**config.mk**
```make
export PLATFORM = sky130hd
export DESIGN_NAME = stack_calc
export DESIGN_NICKNAME = d
export VERILOG_FILES = /design/src/rtl/stack_calc.sv
export SDC_FILE = /design/constraint.sdc
export NUM_CORES = 1
export LEC_CHECK = 0
export BUFFER_PORTS_ARGS = -buffer_cell sky130_fd_sc_hd__buf_2
export CORE_AREA = 2 2 224 226
export CTS_BUF_LIST = sky130_fd_sc_hd__clkbuf_8
export CTS_CLUSTER_DIAMETER = 40
export DETAILED_ROUTE_END_ITERATION = 8
export DIE_AREA = 0 0 226 228
export GPL_TIMING_DRIVEN = 0
export SETUP_SLACK_MARGIN = 0.5
export SYNTH_ARGS = -nofsm -noshare
export SYNTH_HDL_FRONTEND = slang
export SYNTH_SLANG_ARGS = --single-unit
```
**constraint.sdc**
```tcl
create_clock -name clk -period 30.3 [get_ports clk]
set_input_delay 6.06 -clock clk [delete_from_list [all_inputs] [get_ports clk]]
set_output_delay 6.06 -clock clk [all_outputs]
set_load 0.1 [all_outputs]
```
**src/rtl/stack_calc.sv**
```systemverilog
module stack_calc #(
  parameter int DW    = 16,
  parameter int AW    = 12,
  parameter int DEPTH = 8
) (
  input  logic          clk,
  input  logic          rst_n,
  output logic [AW-1:0] imem_addr,
  input  logic [AW+3:0] imem_rdata,
  output logic [AW-1:0] dmem_addr,
  input  logic [DW-1:0] dmem_rdata,
  output logic          dmem_we,
  output logic [DW-1:0] dmem_wdata,
  output logic          halted,
  output logic          fault
);
  localparam int IW  = AW + 4;
  localparam int SPW = $clog2(DEPTH + 1);
  localparam int IXW = $clog2(DEPTH);

  typedef enum logic [1:0] {S_FETCH, S_EXEC, S_STOP} state_t;
  localparam logic [3:0] OP_LOAD = 4'd0, OP_STORE = 4'd1, OP_ADD = 4'd2,
                         OP_SUB = 4'd3, OP_MUL = 4'd4, OP_DIV = 4'd5, OP_STOP = 4'd15;

  state_t          state;
  logic [IW-1:0]   ir;
  logic [AW-1:0]   pc;
  logic [SPW-1:0]  sp;
  logic            fault_q;
  logic [DW-1:0]   stk [DEPTH];

  wire [3:0]     op   = ir[IW-1 -: 4];
  wire [IXW-1:0] t_ix = IXW'(sp - SPW'(1));
  wire [IXW-1:0] b_ix = IXW'(sp - SPW'(2));
  wire [IXW-1:0] p_ix = IXW'(sp);
  wire [DW-1:0]  top  = stk[t_ix];
  wire [DW-1:0]  nxt  = stk[b_ix];
  wire           exec = (state == S_EXEC);
  wire           is_bin = (op >= OP_ADD) && (op <= OP_DIV);

  logic [DW-1:0]   res;
  logic [2*DW-1:0] prod;
  assign prod = top * nxt;
  always_comb begin
    case (op)
      OP_ADD:  res = top + nxt;
      OP_SUB:  res = top - nxt;
      OP_MUL:  res = prod[DW-1:0];
      OP_DIV:  res = (nxt == '0) ? '0 : top / nxt;
      default: res = '0;
    endcase
  end

  wire err = exec && (
      (op == OP_LOAD  && sp == SPW'(DEPTH)) ||
      (op == OP_STORE && sp == '0) ||
      (is_bin && sp < SPW'(2)) ||
      (op == OP_DIV && sp >= SPW'(2) && nxt == '0));

  assign imem_addr  = pc;
  assign dmem_addr  = ir[AW-1:0];
  assign dmem_wdata = top;
  assign dmem_we    = exec && (op == OP_STORE) && !err;
  assign halted     = (state == S_STOP);
  assign fault      = fault_q;

  always_ff @(posedge clk or negedge rst_n) begin
    if (!rst_n) begin
      state   <= S_FETCH;
      ir      <= '0;
      pc      <= '0;
      sp      <= '0;
      fault_q <= 1'b0;
    end else begin
      case (state)
        S_FETCH: begin
          ir    <= imem_rdata;
          pc    <= pc + AW'(1);
          state <= S_EXEC;
        end
        S_EXEC: begin
          state <= S_FETCH;
          if (err) begin
            fault_q <= 1'b1;
            state   <= S_STOP;
          end else if (op == OP_LOAD) sp <= sp + SPW'(1);
          else if (op == OP_STORE || is_bin) sp <= sp - SPW'(1);
          else if (op == OP_STOP) state <= S_STOP;
        end
        default: state <= S_STOP;
      endcase
    end
  end

  always_ff @(posedge clk) begin
    if (exec && !err) begin
      if (op == OP_LOAD) stk[p_ix] <= dmem_rdata;
      else if (is_bin)   stk[b_ix] <= res;
    end
  end
endmodule

```
==> flow_summary.toml, run 1 <==
[global_routing]
grt_start_max_net_pins = 36
grt_pass1_wl_um = 107000
track_usage_pct = 27.4
grt-ovfl-total = 0
grt_pass1_vias = 18400
antenna_found_initial = 0

[placed_design]
portBuffers = 76
gp_congestion = 0.932
place_area_sq_um = 21600
dp_slack_ns = -7.40
hpwl_um = 53200

[detailed_routing]
vias = 18600
drt-pass1-iter-count = 6
wl_um = 72500
detail_route.iter0.violations = 1794
wl_per_cell_um = 23.4
vias_per_cell = 6.00
drcViolationCount = 0
drtAntennaViolNets = 0

[finish]
final_core_util_pct = 51.0
layout.nets = 2740
fillerInstances = 4439
area_growth_pct = 26.1
drive_above_1_share_pct = 30.3
diodes = 0
design_area_sq_um = 25200

[cts]
cts_tree = "yes"
path_clk_slew_ns = 0.09
cts.sinks = 163
clkLatencyLatePin_ns = 0.49
clock_path_buffers = 2
cts_buffers = 17
cts_root_buf = "clkbuf_8"
htree_levels = 4
hold_buffers = 0

[synth]
ys_types = 96
synth_mux_area_share_pct = 13.0
synth_xor_area_share_pct = 6.93
synthMostInstantiatedCell = "nor2_1"
async_flop_share_pct = 21.5
synth.avg_cell_area_sq_um = 9.40
seq_area_frac_synth_pct = 23.6
synth_seq_cells = 163
ys_warn_count = 0
synth_top_family_by_area = "adder cells"
yosys.area_share.simple_pct = 15.7
synthFlopType = "edfxtp_1"
synth_edf_count = 128
yosysTopAreaCell = "edfxtp_1"
synth_common_cells = "222 x nor2_1, 213 x ha_1, 195 x nand2_1, 166 x inv_1, 128 x edfxtp_1"
synth_nets = 2452
synth_top_area_share_pct = 19.2
synthCells = 2124
synth_area_leaders = "edfxtp_1 19%, ha_1 13%, fa_1 8.1%"
synthAdderAreaFrac_pct = 21.5
syn_area_sq_um = 20000
synth-compound-area-share_pct = 14.0

[worst_setup_path]
r2r_end = "stk[3][0]"
slowest_stage = "o41ai_4"
critPathMaxFanout = 9
crit_arrival_ns = 29.59
path_common_cell = "a21o_1"
cp_top_family = "compound AO/OA/AOI/OAI gates"
cp.required_ns = 30.51
timing.rr.start = "sp[0]"
cp-start-kind = "register"
cpPeakStageDelay_ns = 0.43
end_kind = "register"
critical_path_class = "reg2reg"
rr_worst_depth = 149
crit_buf_inv = 25
r2r_setup_slack_ns = 0.92

[timing]
slew_headroom_pct = 8.59
setup_ws_ns = 0.916
period_minus_slack_ns = 29.38
fmax_mhz = 34.0
skew_ns = 0.0243
fin_crit_sh_pct = 97.0
hold_viol_final = 0
tightest_slew_ns = 1.37
fin_tns_setup_ns = 0
finalSetupViolCount = 0
rsz0062_at_grt = "true"
final_max_slew_viol_count = 0

[status]
status = "complete, no violations"

[min_path]
worstHoldStart = "imem_addr[11]"
hold_path_end = "imem_addr[11]"
hold_depth = 1
min_path_type = "reg2reg"

[die]
die_w_um = 226
ios = 77
initial_core_util_pct = 40.5
die_area_sq_um = 51500
rows = 82
coreArea_sq_um = 49300
die_y_um = 228

[job]
cap_viol_max_count = 0
worst max-delay path by stage:
stage / from / end / slack (ns) / cells after the start
2_1_floorplan: sp[0] / stk[0][0] / 0.50 / 148
3_3_place_gp: sp[1] / stk[2][0] / -8.07 / 145
3_5_place_dp: sp[0] / stk[2][0] / -7.40 / 145
4_1_cts: sp[0] / stk[3][0] / 0.51 / 151
5_1_grt: sp[0] / stk[1][0] / 0.11 / 150
6_report: sp[0] / stk[3][0] / 0.92 / 149
cells in the final DEF, fill, tap and decap left out, types with 9 or more instances in the layout:
cell and instances:
edfxtp_1 128, or3_1 10, a21o_1 45, mux4_2 60
nor3_1 40, nand2b_1 20, a221oi_1 10, inv_1 161
or2_2 16, mux2i_2 14, buf_4 191, nand4_1 19
nor4_1 9, xnor2_1 97, and2_1 13, buf_12 12
buf_6 17, ha_1 173, nand3_1 38, nor2_2 14
clkbuf_8 22, nor2_1 200, mux2_2 56, o211ai_1 17
nor2b_1 19, buf_8 14, ha_4 35, buf_2 82
nand2_1 187, fa_1 81, a21oi_1 75, a21oi_2 21
nor2_4 9, mux2i_1 33, clkbuf_1 20, dfrtp_1 34
o21a_1 23, xor2_1 55, a31oi_1 19, o21ai_0 55
registers in the layout, summed over array words and instances, names as in the netlist:
name       flops
fault          1
imem_addr     12
ir            16
sp             4
state          2
stk          128
metal layers:
metal | vias up | wire [um] | global-route usage [%]
met3 | 193 | 6070 | 3.99
met4 | 0 | 3670 | 13.0
li1 | 8278 | - | -
met1 | 9195 | 29100 | 35.8
met2 | 923 | 33600 | 44.4
met5 | - | 0 | 0
final cells by class:
class,instances,area [sq um],area share [%]
Buffer,82,790,3.13
Clock buffer,17,234,0.929
Clock inverter,15,156,0.621
Inverter,171,657,2.61
Multi-Input combinational cell,1708,15800,62.8
Sequential cell,163,4720,18.7
Tap cell,672,841,3.34
Timing Repair Buffer,269,1980,7.85
stage by stage:
stage | cells | hold WS, ns
floorplan | 2124 | 0.469
global placement | 2872 | 0.453
detailed placement | 2888 | 0.462
CTS | 3006 | 0.476
global route | 3097 | 0.502
finish | 3097 | 0.468
cells by family (layout without fill, tap and decap cells):
logic type / after synthesis / after routing
compound gates: 413 / 413
mux: 176 / 176
xor+xnor: 155 / 155
simple gates: 670 / 670
flops: 163 / 163
buf+inv: 253 / 554
fa+ha+maj: 294 / 294
worst register-to-register path, delay by kind of cell (launching register included):
family	cells	cell delay [ns]
AO/OA/AOI/OAI	78	15.15
adder cells (fa/ha/maj)	17	4.68
buffers and inverters	25	3.48
flip-flops	1	0.37
multiplexers	7	1.86
AND/OR/NAND/NOR	22	3.55
repair_timing:
item / in CTS / in global routing
hold endpoints to repair: 0 / 0
cloned: 0 / 2
gates resized for setup: 195 / 167
setup buffers: 86 / 89
endpoints found under the setup margin: 32 / 16
pin swaps: 56 / 134
Power of run 1 is not shown: default switching activity piles up to over one toggle a cycle in this logic, so the estimate is an artifact.
==> inputs of run 2 (changes only) <==
GPL_TIMING_DRIVEN = 1   (was 0)
==> flow_summary.toml, run 2 (same netlist as run 1, synthesis figures left out) <==
[worst_setup_path]
cp-start-kind = "register"
path_common_cell = "a21o_1"
r2r_setup_slack_ns = 1.68
rr_worst_depth = 138
cp.required_ns = 30.49
timing.rr.start = "sp[1]"
slowest_stage = "or4b_4"
cpPeakStageDelay_ns = 0.48
critical_path_class = "reg2reg"
crit_arrival_ns = 28.82
critPathMaxFanout = 9
end_kind = "register"
r2r_end = "stk[6][0]"

[global_routing]
grt_start_max_net_pins = 42
track_usage_pct = 26.8
grt_pass1_wl_um = 105000
antenna_found_initial = 2
grt_pass1_vias = 17900
grt-ovfl-total = 0

[detailed_routing]
vias = 17600
wl_per_cell_um = 23.4
drt-pass1-iter-count = 8
vias_per_cell = 5.93
drcViolationCount = 0
wl_um = 69400
detail_route.iter0.violations = 1272
drtAntennaViolNets = 0

[timing]
final_max_slew_viol_count = 0
holdWs_ns = 0.470
period_minus_slack_ns = 28.62
fin_tns_setup_ns = 0
tightest_slew_ns = 1.22
finalSetupViolCount = 0
skew_ns = 0.0166
fin_crit_sh_pct = 94.5
rsz0062_at_grt = "false"
hold_viol_final = 0
slew_headroom_pct = 16.3
fmax_mhz = 34.9

[finish]
max_flop_register = "stk"
final_cell_mix = "212 x nor2_1, 198 x ha_1, 191 x nand2_1, 164 x inv_1, 140 x buf_4"
final_core_util_pct = 47.0
drive_above_1_share_pct = 23.5
area_growth_pct = 16.0
layout_commonest_cell = "nor2_1"
instances_no_fill = 2971
largest_reg_flops = 128
layout.nets = 2613

[min_path]
min_path_type = "reg2reg"
hold_path_end = "imem_addr[11]"
worstHoldStart = "imem_addr[11]"
hold_depth = 1

[cts]
cts_buffers = 17
clock_path_buffers = 2
cts_tree = "yes"
cts.sinks = 163
clkLatencyLatePin_ns = 0.48
path_clk_slew_ns = 0.09
cts_root_buf = "clkbuf_8"
htree_levels = 4

[die]
initial_core_util_pct = 40.5
rows = 82
coreArea_sq_um = 49300
die_area_sq_um = 51500
die_w_um = 226
ios = 77
die_y_um = 228

[status]
status = "complete, no violations"

[placed_design]
dp.cells = 2898
portBuffers = 76
hpwl_um = 53300
gp_congestion = 0.972

[job]
cap_viol_max_count = 0
==> run 2: final cells by class <==
cell class | count | area (sq um)
diodes | 1 | 2.50
clock buffers | 17 | 234
clock inverters | 15 | 171
fillers | 4664 | 26200
inverters | 171 | 652
multi-input cells | 1708 | 15000
flip-flops and latches | 163 | 4720
well taps | 672 | 841
repair buffers | 224 | 1540
==> run 2: worst max path at each step <==
stage | from | endpoint | slack [ns] | depth (start not counted)
2_1_floorplan | sp[0] | stk[0][0] | 0.50 | 148
3_3_place_gp | sp[2] | stk[5][0] | 0.04 | 131
3_5_place_dp | sp[1] | stk[4][0] | -0.53 | 130
4_1_cts | sp[1] | stk[7][0] | 0.57 | 133
5_1_grt | sp[1] | stk[0][0] | 0.28 | 140
6_report | sp[1] | stk[6][0] | 1.68 | 138
==> run 2: routing by layer <==
metal | global-route usage (%) | routed length, um
met1 | 33.9 | 27600
met2 | 44.4 | 32800
met3 | 4.10 | 4950
met4 | 13.4 | 3960
met5 | 0 | 27
==> run 2: worst max-delay path, delay by kind of cell, from the launching register on <==
family,cells,cell delay (ns)
flops,1,0.40
compound gates,67,12.75
mux,6,1.99
buf+inv,15,2.38
fa+ha+maj,16,4.84
simple gates,34,5.88
==> run 2: what timing repair did <==
action,CTS,global route
hold buffers,0,0
resized for setup,11,127
setup endpoints to repair,8,16
pin swaps,3,53
setup buffers,6,33
cloned,0,1
==> run 2: metrics by stage <==
stage                     setup slack [ns]  instance area, sq um
final                                 1.68                 23200
after global routing                 0.279                 23200
after CTS                            0.565                 22200
after detailed placement            -0.526                 21700
after global placement              0.0398                 21700
after floorplan                      0.502                 20100
Power of run 2 is left out for the same reason.
